===== config.mk =====
export PLATFORM = sky130hd
export DESIGN_NAME = pmu_cnt_bank
export DESIGN_NICKNAME = d
export VERILOG_FILES = /design/src/rtl/pmu_pkg.sv /design/src/rtl/pmu_evt_filter.sv /design/src/rtl/pmu_counter.sv /design/src/rtl/pmu_cnt_bank.sv
export SDC_FILE = /design/constraint.sdc
export NUM_CORES = 2
export LEC_CHECK = 0
export BUFFER_PORTS_ARGS = -buffer_cell sky130_fd_sc_hd__buf_2
export CAP_MARGIN = 20
export CELL_PAD_IN_SITES_DETAIL_PLACEMENT = 1
export CELL_PAD_IN_SITES_GLOBAL_PLACEMENT = 2
export CORE_UTILIZATION = 43
export DETAILED_ROUTE_END_ITERATION = 6
export MAX_ROUTING_LAYER = met4
export PLACE_DENSITY = 0.9
export SLEW_MARGIN = 20
export SYNTH_ARGS = -nofsm -noshare
export SYNTH_HDL_FRONTEND = slang
export SYNTH_HIERARCHICAL = 1
export SYNTH_SLANG_ARGS = --single-unit

===== constraint.sdc =====
create_clock -name clk -period 8.5 [get_ports clk]
set_clock_uncertainty 0.1 [all_clocks]
set_input_delay 0.425 -clock clk [delete_from_list [all_inputs] [get_ports clk]]
set_output_delay 0.425 -clock clk [all_outputs]
set_load 0.01 [all_outputs]

===== src/rtl/pmu_pkg.sv =====
package pmu_pkg;

   // control word layout; the bit positions are software-visible
   localparam int CTL_W     = 11;
   localparam int SEL_W     = 4;
   localparam int NUM_PRIV  = 4;

   // word addresses of the register file
   localparam int STAT_ADDR = 'h00;
   localparam int GLB_ADDR  = 'h01;
   localparam int WLO_ADDR  = 'h02;
   localparam int WHI_ADDR  = 'h03;
   localparam int CTL_BASE  = 'h10;
   localparam int DAT_BASE  = 'h20;

   typedef struct packed {
      logic                irq_en;      // bit 10
      logic                sib_scope;   // bit 9
      logic                win_en;      // bit 8
      logic [NUM_PRIV-1:0] priv_mask;   // bits 7:4
      logic [SEL_W-1:0]    evt_sel;     // bits 3:0
   } cnt_ctl_t;

endpackage


===== src/rtl/pmu_evt_filter.sv =====
module pmu_evt_filter
   import pmu_pkg::*;
#(
   parameter int NUM_EVT = 16,
   parameter int IADDR_W = 32,
   parameter bit SIB_OK  = 1'b1
) (
   input  cnt_ctl_t             ctl,
   input  logic [NUM_EVT-1:0]   evt_own,
   input  logic [NUM_EVT-1:0]   evt_sib,
   input  logic [1:0]           priv_lvl,
   input  logic [IADDR_W-1:0]   iaddr,
   input  logic [IADDR_W-1:0]   win_lo,
   input  logic [IADDR_W-1:0]   win_hi,
   output logic [1:0]           inc
);

   logic own_hit;
   logic sib_hit;
   logic sib_use;
   logic priv_ok;
   logic win_ok;
   logic unused_sib;

   always_comb begin
      own_hit = 1'b0;
      sib_hit = 1'b0;
      for (int k = 0; k < NUM_EVT; k++) begin
         if (ctl.evt_sel == SEL_W'(k)) begin
            own_hit = evt_own[k];
            sib_hit = evt_sib[k];
         end
      end
   end

   assign priv_ok = ctl.priv_mask[priv_lvl];
   assign win_ok  = !ctl.win_en || ((iaddr >= win_lo) && (iaddr <= win_hi));

   // counters in the core-capable group may add sibling events
   if (SIB_OK) begin : g_core
      assign sib_use    = ctl.sib_scope & sib_hit;
      assign unused_sib = 1'b0;
   end else begin : g_thread
      assign sib_use    = 1'b0;
      assign unused_sib = ctl.sib_scope ^ sib_hit;
   end

   assign inc = (priv_ok && win_ok) ? ({1'b0, own_hit} + {1'b0, sib_use}) : 2'd0;

endmodule


===== src/rtl/pmu_counter.sv =====
module pmu_counter #(
   parameter int CNT_W = 47
) (
   input  logic             clk,
   input  logic             rst_n,
   input  logic             run,
   input  logic [1:0]       inc,
   input  logic             ld,
   input  logic [CNT_W-1:0] ld_val,
   output logic [CNT_W-1:0] cnt,
   output logic             wrap
);

   logic [CNT_W:0] sum;

   assign sum  = {1'b0, cnt} + {{(CNT_W - 1){1'b0}}, inc};
   assign wrap = run && !ld && sum[CNT_W];

   always_ff @(posedge clk or negedge rst_n) begin
      if (!rst_n) begin
         cnt <= '0;
      end else if (ld) begin
         cnt <= ld_val;
      end else if (run) begin
         cnt <= sum[CNT_W-1:0];
      end
   end

endmodule


===== src/rtl/pmu_cnt_bank.sv =====
module pmu_cnt_bank
   import pmu_pkg::*;
#(
   parameter int NUM_CNT  = 12,
   parameter int NUM_CORE = 4,
   parameter int CNT_W    = 47,
   parameter int DATA_W   = 64,
   parameter int NUM_EVT  = 16,
   parameter int IADDR_W  = 32,
   parameter int BUS_AW   = 6
) (
   input  logic                clk,
   input  logic                rst_n,
   input  logic                bus_we,
   input  logic [BUS_AW-1:0]   bus_addr,
   input  logic [DATA_W-1:0]   bus_wdata,
   output logic [DATA_W-1:0]   bus_rdata,
   input  logic [NUM_EVT-1:0]  evt_own,
   input  logic [NUM_EVT-1:0]  evt_sib,
   input  logic [1:0]          priv_lvl,
   input  logic [IADDR_W-1:0]  iaddr,
   output logic                irq
);

   localparam int EXT_W = DATA_W - CNT_W;

   // elaboration-time parameter checks
   if (NUM_CNT < 1 || NUM_CNT > 16) begin : g_bad_num
      $error("NUM_CNT must lie in 1..16");
   end
   if (NUM_CORE < 0 || NUM_CORE > NUM_CNT) begin : g_bad_core
      $error("NUM_CORE must lie in 0..NUM_CNT");
   end
   if (CNT_W < 2 || CNT_W >= DATA_W) begin : g_bad_cw
      $error("CNT_W must be at least 2 and below DATA_W");
   end
   if (NUM_EVT < 1 || NUM_EVT > (1 << SEL_W)) begin : g_bad_evt
      $error("NUM_EVT exceeds the event select field");
   end
   if (IADDR_W > CNT_W || NUM_CNT + 1 > CNT_W || CTL_W > CNT_W) begin : g_bad_fit
      $error("register fields must fit below CNT_W");
   end
   if (BUS_AW < 6) begin : g_bad_aw
      $error("BUS_AW must be at least 6");
   end

   cnt_ctl_t [NUM_CNT-1:0]            ctl_vec;
   logic     [NUM_CNT-1:0][CNT_W-1:0] cnt_q;
   logic     [NUM_CNT-1:0]            wrap;
   logic     [NUM_CNT-1:0]            ie_vec;
   logic     [NUM_CNT-1:0]            ovf_q;
   logic                              frz_q;
   logic                              glb_en_q;
   logic     [IADDR_W-1:0]            win_lo_q;
   logic     [IADDR_W-1:0]            win_hi_q;
   logic                              run;
   logic                              wr_stat;
   logic                              wr_glb;
   logic                              wr_lo;
   logic                              wr_hi;
   logic                              unused_wdata;

   assign run     = glb_en_q && !frz_q;
   assign wr_stat = bus_we && (bus_addr == BUS_AW'(STAT_ADDR));
   assign wr_glb  = bus_we && (bus_addr == BUS_AW'(GLB_ADDR));
   assign wr_lo   = bus_we && (bus_addr == BUS_AW'(WLO_ADDR));
   assign wr_hi   = bus_we && (bus_addr == BUS_AW'(WHI_ADDR));
   assign unused_wdata = ^bus_wdata[DATA_W-1:CNT_W];

   for (genvar i = 0; i < NUM_CNT; i++) begin : g_cnt
      localparam logic [BUS_AW-1:0] CTL_A = BUS_AW'(CTL_BASE + i);
      localparam logic [BUS_AW-1:0] DAT_A = BUS_AW'(DAT_BASE + i);

      cnt_ctl_t   ctl_r;
      logic [1:0] inc;

      always_ff @(posedge clk or negedge rst_n) begin
         if (!rst_n) begin
            ctl_r <= '0;
         end else if (bus_we && (bus_addr == CTL_A)) begin
            ctl_r <= cnt_ctl_t'(bus_wdata[CTL_W-1:0]);
         end
      end

      assign ctl_vec[i] = ctl_r;
      assign ie_vec[i]  = ctl_r.irq_en;

      pmu_evt_filter #(
         .NUM_EVT (NUM_EVT),
         .IADDR_W (IADDR_W),
         .SIB_OK  (i < NUM_CORE)
      ) u_flt (
         .ctl      (ctl_r),
         .evt_own  (evt_own),
         .evt_sib  (evt_sib),
         .priv_lvl (priv_lvl),
         .iaddr    (iaddr),
         .win_lo   (win_lo_q),
         .win_hi   (win_hi_q),
         .inc      (inc)
      );

      pmu_counter #(
         .CNT_W (CNT_W)
      ) u_ctr (
         .clk    (clk),
         .rst_n  (rst_n),
         .run    (run),
         .inc    (inc),
         .ld     (bus_we && (bus_addr == DAT_A)),
         .ld_val (bus_wdata[CNT_W-1:0]),
         .cnt    (cnt_q[i]),
         .wrap   (wrap[i])
      );
   end

   // global state: status flags, enable, address window
   always_ff @(posedge clk or negedge rst_n) begin
      if (!rst_n) begin
         ovf_q    <= '0;
         frz_q    <= 1'b0;
         glb_en_q <= 1'b0;
         win_lo_q <= '0;
         win_hi_q <= '0;
      end else begin
         if (wr_stat) begin
            ovf_q <= bus_wdata[NUM_CNT:1] | wrap;
            frz_q <= bus_wdata[0] | (|wrap);
         end else begin
            ovf_q <= ovf_q | wrap;
            frz_q <= frz_q | (|wrap);
         end
         if (wr_glb) glb_en_q <= bus_wdata[0];
         if (wr_lo)  win_lo_q <= bus_wdata[IADDR_W-1:0];
         if (wr_hi)  win_hi_q <= bus_wdata[IADDR_W-1:0];
      end
   end

   assign irq = |(ovf_q & ie_vec);

   // combinational read mux
   always_comb begin
      bus_rdata = '0;
      if (bus_addr == BUS_AW'(STAT_ADDR)) bus_rdata[NUM_CNT:0] = {ovf_q, frz_q};
      if (bus_addr == BUS_AW'(GLB_ADDR))  bus_rdata[0] = glb_en_q;
      if (bus_addr == BUS_AW'(WLO_ADDR))  bus_rdata[IADDR_W-1:0] = win_lo_q;
      if (bus_addr == BUS_AW'(WHI_ADDR))  bus_rdata[IADDR_W-1:0] = win_hi_q;
      for (int i = 0; i < NUM_CNT; i++) begin
         if (bus_addr == BUS_AW'(CTL_BASE + i)) bus_rdata[CTL_W-1:0] = ctl_vec[i];
         if (bus_addr == BUS_AW'(DAT_BASE + i))
            bus_rdata = {{EXT_W{cnt_q[i][CNT_W-1]}}, cnt_q[i]};
      end
   end

endmodule


=== Word-level counts from Yosys, hierarchy flattened ===
Cells that the tools add are included.

* Input bits: 139
* Output and inout port bits: 65
* Register bits: 774
* Memory bits (writable): 0
* Bits in latches: 0
* Word-level logic and storage cells: 788
* Memories kept: 0
* Bits in read-only memories: 0

* Equality and inequality tests: 207
* Add/subtract/negate cells: 16
* Divide/modulo/power cells: 0
* Shift-type cells: 0
* Reductions and logical operators: 130
* Bitwise operators: 9
* Mux-type cells: 346
* Magnitude comparators: 3
* $mul: 0

{| class="wikitable"
|+ Operators by type and width
! kind !! count
|-
| 47-bit two-way mux || 24
|-
| 64-bit two-way mux || 12
|-
| 47-bit by 1-bit adder with 48-bit output || 8
|-
| 4-bit equality test (second input constant) || 96
|-
| 1-bit two-way mux || 278
|-
| 47-bit by 2-bit adder with 48-bit output || 4
|-
| 4-bit by 3-bit equality test with 1-bit output (second input constant) || 48
|-
| 11-bit two-way mux || 12
|-
| 4-bit by 2-bit equality test with 1-bit output (second input constant) || 24
|-
| 6-bit by 5-bit equality test with 1-bit output (second input constant) || 12
|-
| 6-bit equality test (second input constant) || 12
|-
| 1-bit logical AND || 66
|-
| 32-bit two-way mux || 2
|-
| 4-bit by 1-bit equality test with 1-bit output (second input constant) || 12
|-
| 4-bit logical NOT || 12
|-
| 32-bit greater-or-equal comparator || 1
|-
| 32-bit less-or-equal comparator || 1
|-
| 1-bit logical NOT || 25
|-
| 1-bit binary-select mux with 2-bit select || 12
|-
| 12-bit OR || 2
|-
| 2-bit nonzero test || 12
|-
| 12-bit OR reduction || 2
|-
| 13-bit two-way mux || 1
|-
| 12-bit bitwise AND || 1
|-
| other kinds (10) || 32
|}

=== Logic depth before layout (Yosys ltp) ===
* Word-level depth: 29
* Mapped depth: 17
* Gate-level depth less buffers: 17

=== Modules after synthesis ===
Netlist, hierarchy kept.

{| class="wikitable"
|+ Modules (own cells, without submodules)
! module !! times used !! area an instance (µm²) !! cells each
|-
| pmu_counter at g_cnt[0].u_ctr ... || 10 || 2867.8 || 318
|-
| pmu_evt_filter at g_cnt[10].u_flt ... || 8 || 1871.8 || 253
|-
| pmu_cnt_bank || 1 || 14538.9 || 1564
|-
| pmu_evt_filter at g_cnt[0].u_flt ... || 4 || 2026.9 || 282
|-
| pmu_counter at g_cnt[8].u_ctr ... || 2 || 2812.7 || 311
|}

=== Worst setup path after synthesis ===
OpenSTA, ideal clock, no wires.

* Path kind: register to register
* Start: register g_cnt[2].ctl_r (netlist bit ctl_vec[24])
* End: register g_cnt[2].u_ctr.cnt[44]
* Data required time: 8.275 ns
* Arrival time: 3.800 ns
* Path buffers: 0
* Stages on the path, launching flop included: 16
* Clock period less this slack: 4.025 ns
* Setup slack: 4.475 ns
* Setup time: 0.125 ns
* Cells stage by stage: dfrtp_1 -> mux2_4 -> a22oi_2 -> o221ai_2 -> a221oi_2 -> a31oi_1 -> o31a_1 -> ha_1 -> nor3b_1 -> ha_1 -> fa_1 -> nand4_4 -> or4_4 -> nor4_1 -> xor2_1 -> mux2_2

* Cells in the longest elaborated chain, start to end: 23

{| class="wikitable"
|+ RTL lines
! element !! RTL line !! text
|-
| start, declared || pmu_cnt_bank.sv:74 || <nowiki>cnt_ctl_t ctl_r;</nowiki>
|-
| start signal, assigned || pmu_cnt_bank.sv:81 || <nowiki>ctl_r <= cnt_ctl_t'(bus_wdata[CTL_W-1:0]);</nowiki>
|-
| 4-bit logical NOT || pmu_evt_filter.sv:29 || <nowiki>if (ctl.evt_sel == SEL_W'(k)) begin</nowiki>
|-
| 1-bit two-way mux (16 in a row) || pmu_evt_filter.sv:29 ||
|-
| 1-bit bitwise AND || pmu_evt_filter.sv:41 || <nowiki>assign sib_use = ctl.sib_scope & sib_hit;</nowiki>
|-
| 1-bit by 1-bit adder with 2-bit output * || pmu_evt_filter.sv:48 || <nowiki>assign inc = (priv_ok && win_ok) ? ({1'b0, own_hit} + {1'b0, sib_use}) : 2'd0;</nowiki>
|-
| 2-bit two-way mux * || pmu_evt_filter.sv:48 ||
|-
| via g_cnt[2].inc[0] || pmu_cnt_bank.sv:75 || <nowiki>logic [1:0] inc;</nowiki>
|-
| 47-bit by 2-bit adder with 48-bit output * || pmu_counter.sv:16 || <nowiki>assign sum = {1'b0, cnt} + {{(CNT_W - 1){1'b0}}, inc};</nowiki>
|-
| 47-bit two-way mux * || pmu_counter.sv:24 || <nowiki>end else if (run) begin</nowiki>
|-
| 47-bit two-way mux * || pmu_counter.sv:22 || <nowiki>end else if (ld) begin</nowiki>
|-
| end signal, assigned || pmu_counter.sv:23 || <nowiki>cnt <= ld_val;</nowiki>
|-
| end signal, assigned || pmu_counter.sv:25 || <nowiki>cnt <= sum[CNT_W-1:0];</nowiki>
|-
| end, declared || pmu_counter.sv:10 || <nowiki>output logic [CNT_W-1:0] cnt,</nowiki>
|}

The timed path passes the listed nets; every way through them passes the cells marked *. The select of a mux whose other input is x is not followed.
A chain may end at the register's enable or synchronous reset.

=== Worst setup path after layout ===
* Start: register win_hi_q[19]
* End: register frz_q

* Cells in the longest elaborated chain, start to end: 10

{| class="wikitable"
|+ RTL lines
! element !! RTL line !! text
|-
| start, declared || pmu_cnt_bank.sv:55 || <nowiki>logic [IADDR_W-1:0] win_hi_q;</nowiki>
|-
| start signal, assigned || pmu_cnt_bank.sv:135 || <nowiki>if (wr_hi) win_hi_q <= bus_wdata[IADDR_W-1:0];</nowiki>
|-
| 32-bit less-or-equal comparator * || pmu_evt_filter.sv:37 || <nowiki>assign win_ok = !ctl.win_en || ((iaddr >= win_lo) && (iaddr <= win_hi));</nowiki>
|-
| 1-bit logical AND * || pmu_evt_filter.sv:37 ||
|-
| 1-bit logical OR * || pmu_evt_filter.sv:37 ||
|-
| 1-bit logical AND * || pmu_evt_filter.sv:48 ||
|-
| 2-bit two-way mux * || pmu_evt_filter.sv:48 ||
|-
| via g_cnt[0].inc[1] || pmu_cnt_bank.sv:75 ||
|-
| 47-bit by 2-bit adder with 48-bit output * || pmu_counter.sv:16 ||
|-
| 1-bit logical AND * || pmu_counter.sv:17 || <nowiki>assign wrap = run && !ld && sum[CNT_W];</nowiki>
|-
| via wrap[0] || pmu_cnt_bank.sv:49 || <nowiki>logic [NUM_CNT-1:0] wrap;</nowiki>
|-
| 12-bit OR reduction * || pmu_cnt_bank.sv:128, pmu_cnt_bank.sv:131 ||
|-
| 1-bit OR, on equally long branches || pmu_cnt_bank.sv:131, pmu_cnt_bank.sv:128 ||
|-
| 1-bit two-way mux * || pmu_cnt_bank.sv:126 || <nowiki>if (wr_stat) begin</nowiki>
|-
| end signal, assigned || pmu_cnt_bank.sv:128 || <nowiki>frz_q <= bus_wdata[0] | (|wrap);</nowiki>
|-
| end signal, assigned || pmu_cnt_bank.sv:131 || <nowiki>frz_q <= frz_q | (|wrap);</nowiki>
|-
| end, declared || pmu_cnt_bank.sv:52 || <nowiki>logic frz_q;</nowiki>
|}

The timed path passes the listed nets; every way through them passes the cells marked *.

==> qor.yml <==
route:
  first_pass_iters: 7
  wirelength_mm: 319
  drt_iter0_drc: 7844
  post-route-drc-count: 7
  postRouteAntennaNets: 0
  vias: 71528
  drt-vias-per-instance: 6.62
  routedWlPerCell_um: 29.5
floorplan:
  die_height_um: 411
  io_pins: 204
  core_area_sq_um: 166000
  die_w_um: 411
  num_rows: 149
  start_util_pct: 43.4
  fp.dieArea_sq_um: 169000
logic_synthesis:
  synth_flop_cell: "dfrtp_1"
  post-synth-top-count-cell: "nand2_1"
  synth_nets: 9465
  syn_avg_cell_area_sq_um: 8.44
  synth.area.top_cells: "dfrtp_1 27%, ha_1 14%, nand2_1 4.9%"
  synth_top_cell_by_area: "dfrtp_1"
  yosysTopAreaCellShare_pct: 26.9
  ys_ff_latch: 774
  synth_warnings: 6
  synth_area_sq_um: 71900
  ys_seq_area_share_pct: 26.9
  synth_cells: 8518
  synth.distinct_cells: 98
  synth.top_cells.by_count: "948 x nand2_1, 851 x inv_1, 796 x ha_1, 774 x dfrtp_1, 595 x o21ai_0"
  async_flop_share_pct: 100
  synth_edf_count: 0
clock_tree:
  clk_pin_slew_ns: 0.06
  htreeDepth: 3
  clock_latency_ns: 0.73
  clockRootBuffer: "clkbuf_16"
  hold_buffers: 1
  cts_num_sinks: 774
  cts.repair.resized: 0
  numCtsBuffers: 88
  clockBufferDepth: 3
  post-cts-setup-buffers: 0
  cts_tree: "built"
timing:
  max_freq_mhz: 153
  relSlewSlack_pct: 8.19
  rsz0062_at_grt: "no"
  worst_slack_ns: 1.97
  finalSetupViolCount: 0
  finalCritPeriodShare_pct: 76.8
  hold_viol: 0
  worst_pin_slew_ns: 1.37
  whs_ns: 0.0432
  layout_min_cycle_time_ns: 6.53
  drv_slew: 0
  tns_ns: 0
power_and_ir_drop:
  leakage_nw: 31.3
  irDropWorstVdd_uv: 193
  p_sw_mw: 5.23
  seqPwrFrac_pct: 40.6
  p_per_area_nw_per_um2: 171
  p_clk_share_pct: 30.7
  cellInternalPower_mw: 8.14
  combPwrFrac_pct: 28.8
  netSwitchingFraction_pct: 39.1
grt:
  busiest_layer: "met2"
  use_met2_pct: 55.8
  antenna_found_initial: 18
  grt_util_met3_pct: 6.64
  grtUsageTotal_pct: 37.9
  grt_max_degree: 164
  grt-ovfl-total: 0
  grt_use_met1_pct: 50.1
  grt_pass1_wl_mm: 470
  first_global_vias: 71343
worst_hold_path:
  hold-path-cell-count: 3
  hold_class: "input port to flop"
  hold_start: "bus_wdata[21]"
  min_to: "g_cnt[7].u_ctr/cnt[21]$_DFFE_PN0P_"
cells_and_area:
  final_area_sq_um: 78000
  seqCellArea_sq_um: 19400
  layout.cells.non_filler: 10798
  drive_gt1_share_pct: 13.0
  n_fill_cell: 19687
  nNetsFinal: 9474
  area_delta_synth_final_pct: 8.48
  multiInputGateArea_sq_um: 47500
critical_path:
  r2r_start: "win_hi_q[19]$_DFFE_PN0P_"
  crit_arrival_ns: 7.07
  cp_max_fo: 14
  r2r_cells: 15
  cp-start-kind: "flop"
  required_ns: 9.04
  end_kind: "flop"
  rr_endpoint: "frz_q$_DFF_PN0_"
  r2r_setup_slack_ns: 1.97
  critical_path_class: "flop to flop"
placed_design:
  routabilityCongestion: 1.01
  place.detailed.hpwl_mm: 233
  pre_cts_ws_ns: 2.18
  port_buffers: 186
  dp.cells: 10625
  place_area_sq_um: 75000
flow_run:
  cap_violations: 0
run_status:
  outcome: "finished with violations"
  violations: "DRC"
==> cell usage in the layout, fill, tap and decap left out, types with 294 or more instances in the layout <==
cell type,netlist,layout
nand2_1,948,948
nor2_1,393,387
nand4_1,364,364
xnor2_1,320,320
a21oi_1,327,327
ha_1,796,796
o21ai_0,595,594
nand3_1,294,294
dfrtp_1,774,774
inv_1,851,851
==> registers in the layout, summed over array words and instances, names as in the netlist <==
register         cells
win_lo_q            32
win_hi_q            32
frz_q                1
g_cnt.u_ctr/cnt    564
ctl_vec            132
glb_en_q             1
ovf_q               12
==> per-stage QoR <==
step	power (mW)	util, %
5_1_grt	14.0	47.1
2_1_floorplan	7.43	-
3_3_place_gp	8.90	45.3
3_5_place_dp	9.19	45.3
6_report	13.4	47.1
4_1_cts	13.3	47.1
==> critical path, stage by stage, from the launching register on <==
cell	delay, ns
dfrtp_1	0.81
inv_1	0.12
ha_1	0.33
nand4_1	0.16
nor4_2	1.01
o311ai_1	0.24
o2111ai_1	0.25
a31o_1	0.28
nor3b_1	0.12
ha_1	0.30
a21o_1	0.19
or4b_1	0.79
or4_4	0.56
nor4_2	0.86
nor4_1	0.15
o2111ai_1	0.13
==> power by group through the flow <==
stage	Combinational, mW	Clock, mW	Sequential [mW]
floorplan	2.51	0	4.92
detailed placement	3.77	0	5.42
CTS	3.80	4.12	5.37
global route	4.24	4.25	5.48
finish	3.84	4.10	5.42
global placement	3.52	0	5.38
==> final cells by class <==
cell class / count / share of cell area, %
multi-input combinational: 6461 / 60.9
clock buffer: 126 / 3.29
tap: 2189 / 3.51
clock inverter: 36 / 0.540
sequential: 774 / 24.8
antenna: 10 / 0.0321
timing repair buffer: 351 / 2.85
inverter: 851 / 4.09
==> kinds of logic (layout without fill, tap and decap cells) <==
kind of cell | count (synthesis) | count (layout) | synth area share (%)
compound gates | 1820 | 1820 | 16.1
xor+xnor | 506 | 506 | 6.16
fa+ha+maj | 808 | 808 | 14.2
buf+inv | 1283 | 1364 | 7.16
flops | 774 | 774 | 26.9
mux | 426 | 426 | 7.40
other cells | 8 | 18 | 0.0418
simple gates | 2893 | 2893 | 22.1
==> per-layer routing <==
layer / up-vias / share of wire [%] / wire, um
met3: 869 / 8.7 / 27700
met1: 36463 / 42 / 134000
met5: - / 0 / 0
li1: 30785 / - / -
met2: 3411 / 43 / 138000
met4: 0 / 5.8 / 18400
==> worst max-delay path by stage <==
stage | from | to | slack (ns)
floorplan | ctl_vec[24]$_DFFE_PN0P_ | g_cnt[2].u_ctr/cnt[44]$_DFFE_PN0P_ | 4.48
global placement | iaddr[28] | frz_q$_DFF_PN0_ | 2.20
detailed placement | iaddr[28] | frz_q$_DFF_PN0_ | 2.18
CTS | win_hi_q[25]$_DFFE_PN0P_ | frz_q$_DFF_PN0_ | 2.33
global route | win_hi_q[14]$_DFFE_PN0P_ | frz_q$_DFF_PN0_ | 2.01
finish | win_hi_q[19]$_DFFE_PN0P_ | frz_q$_DFF_PN0_ | 1.97
No activity file was read; power rests on OpenSTA's default activity.
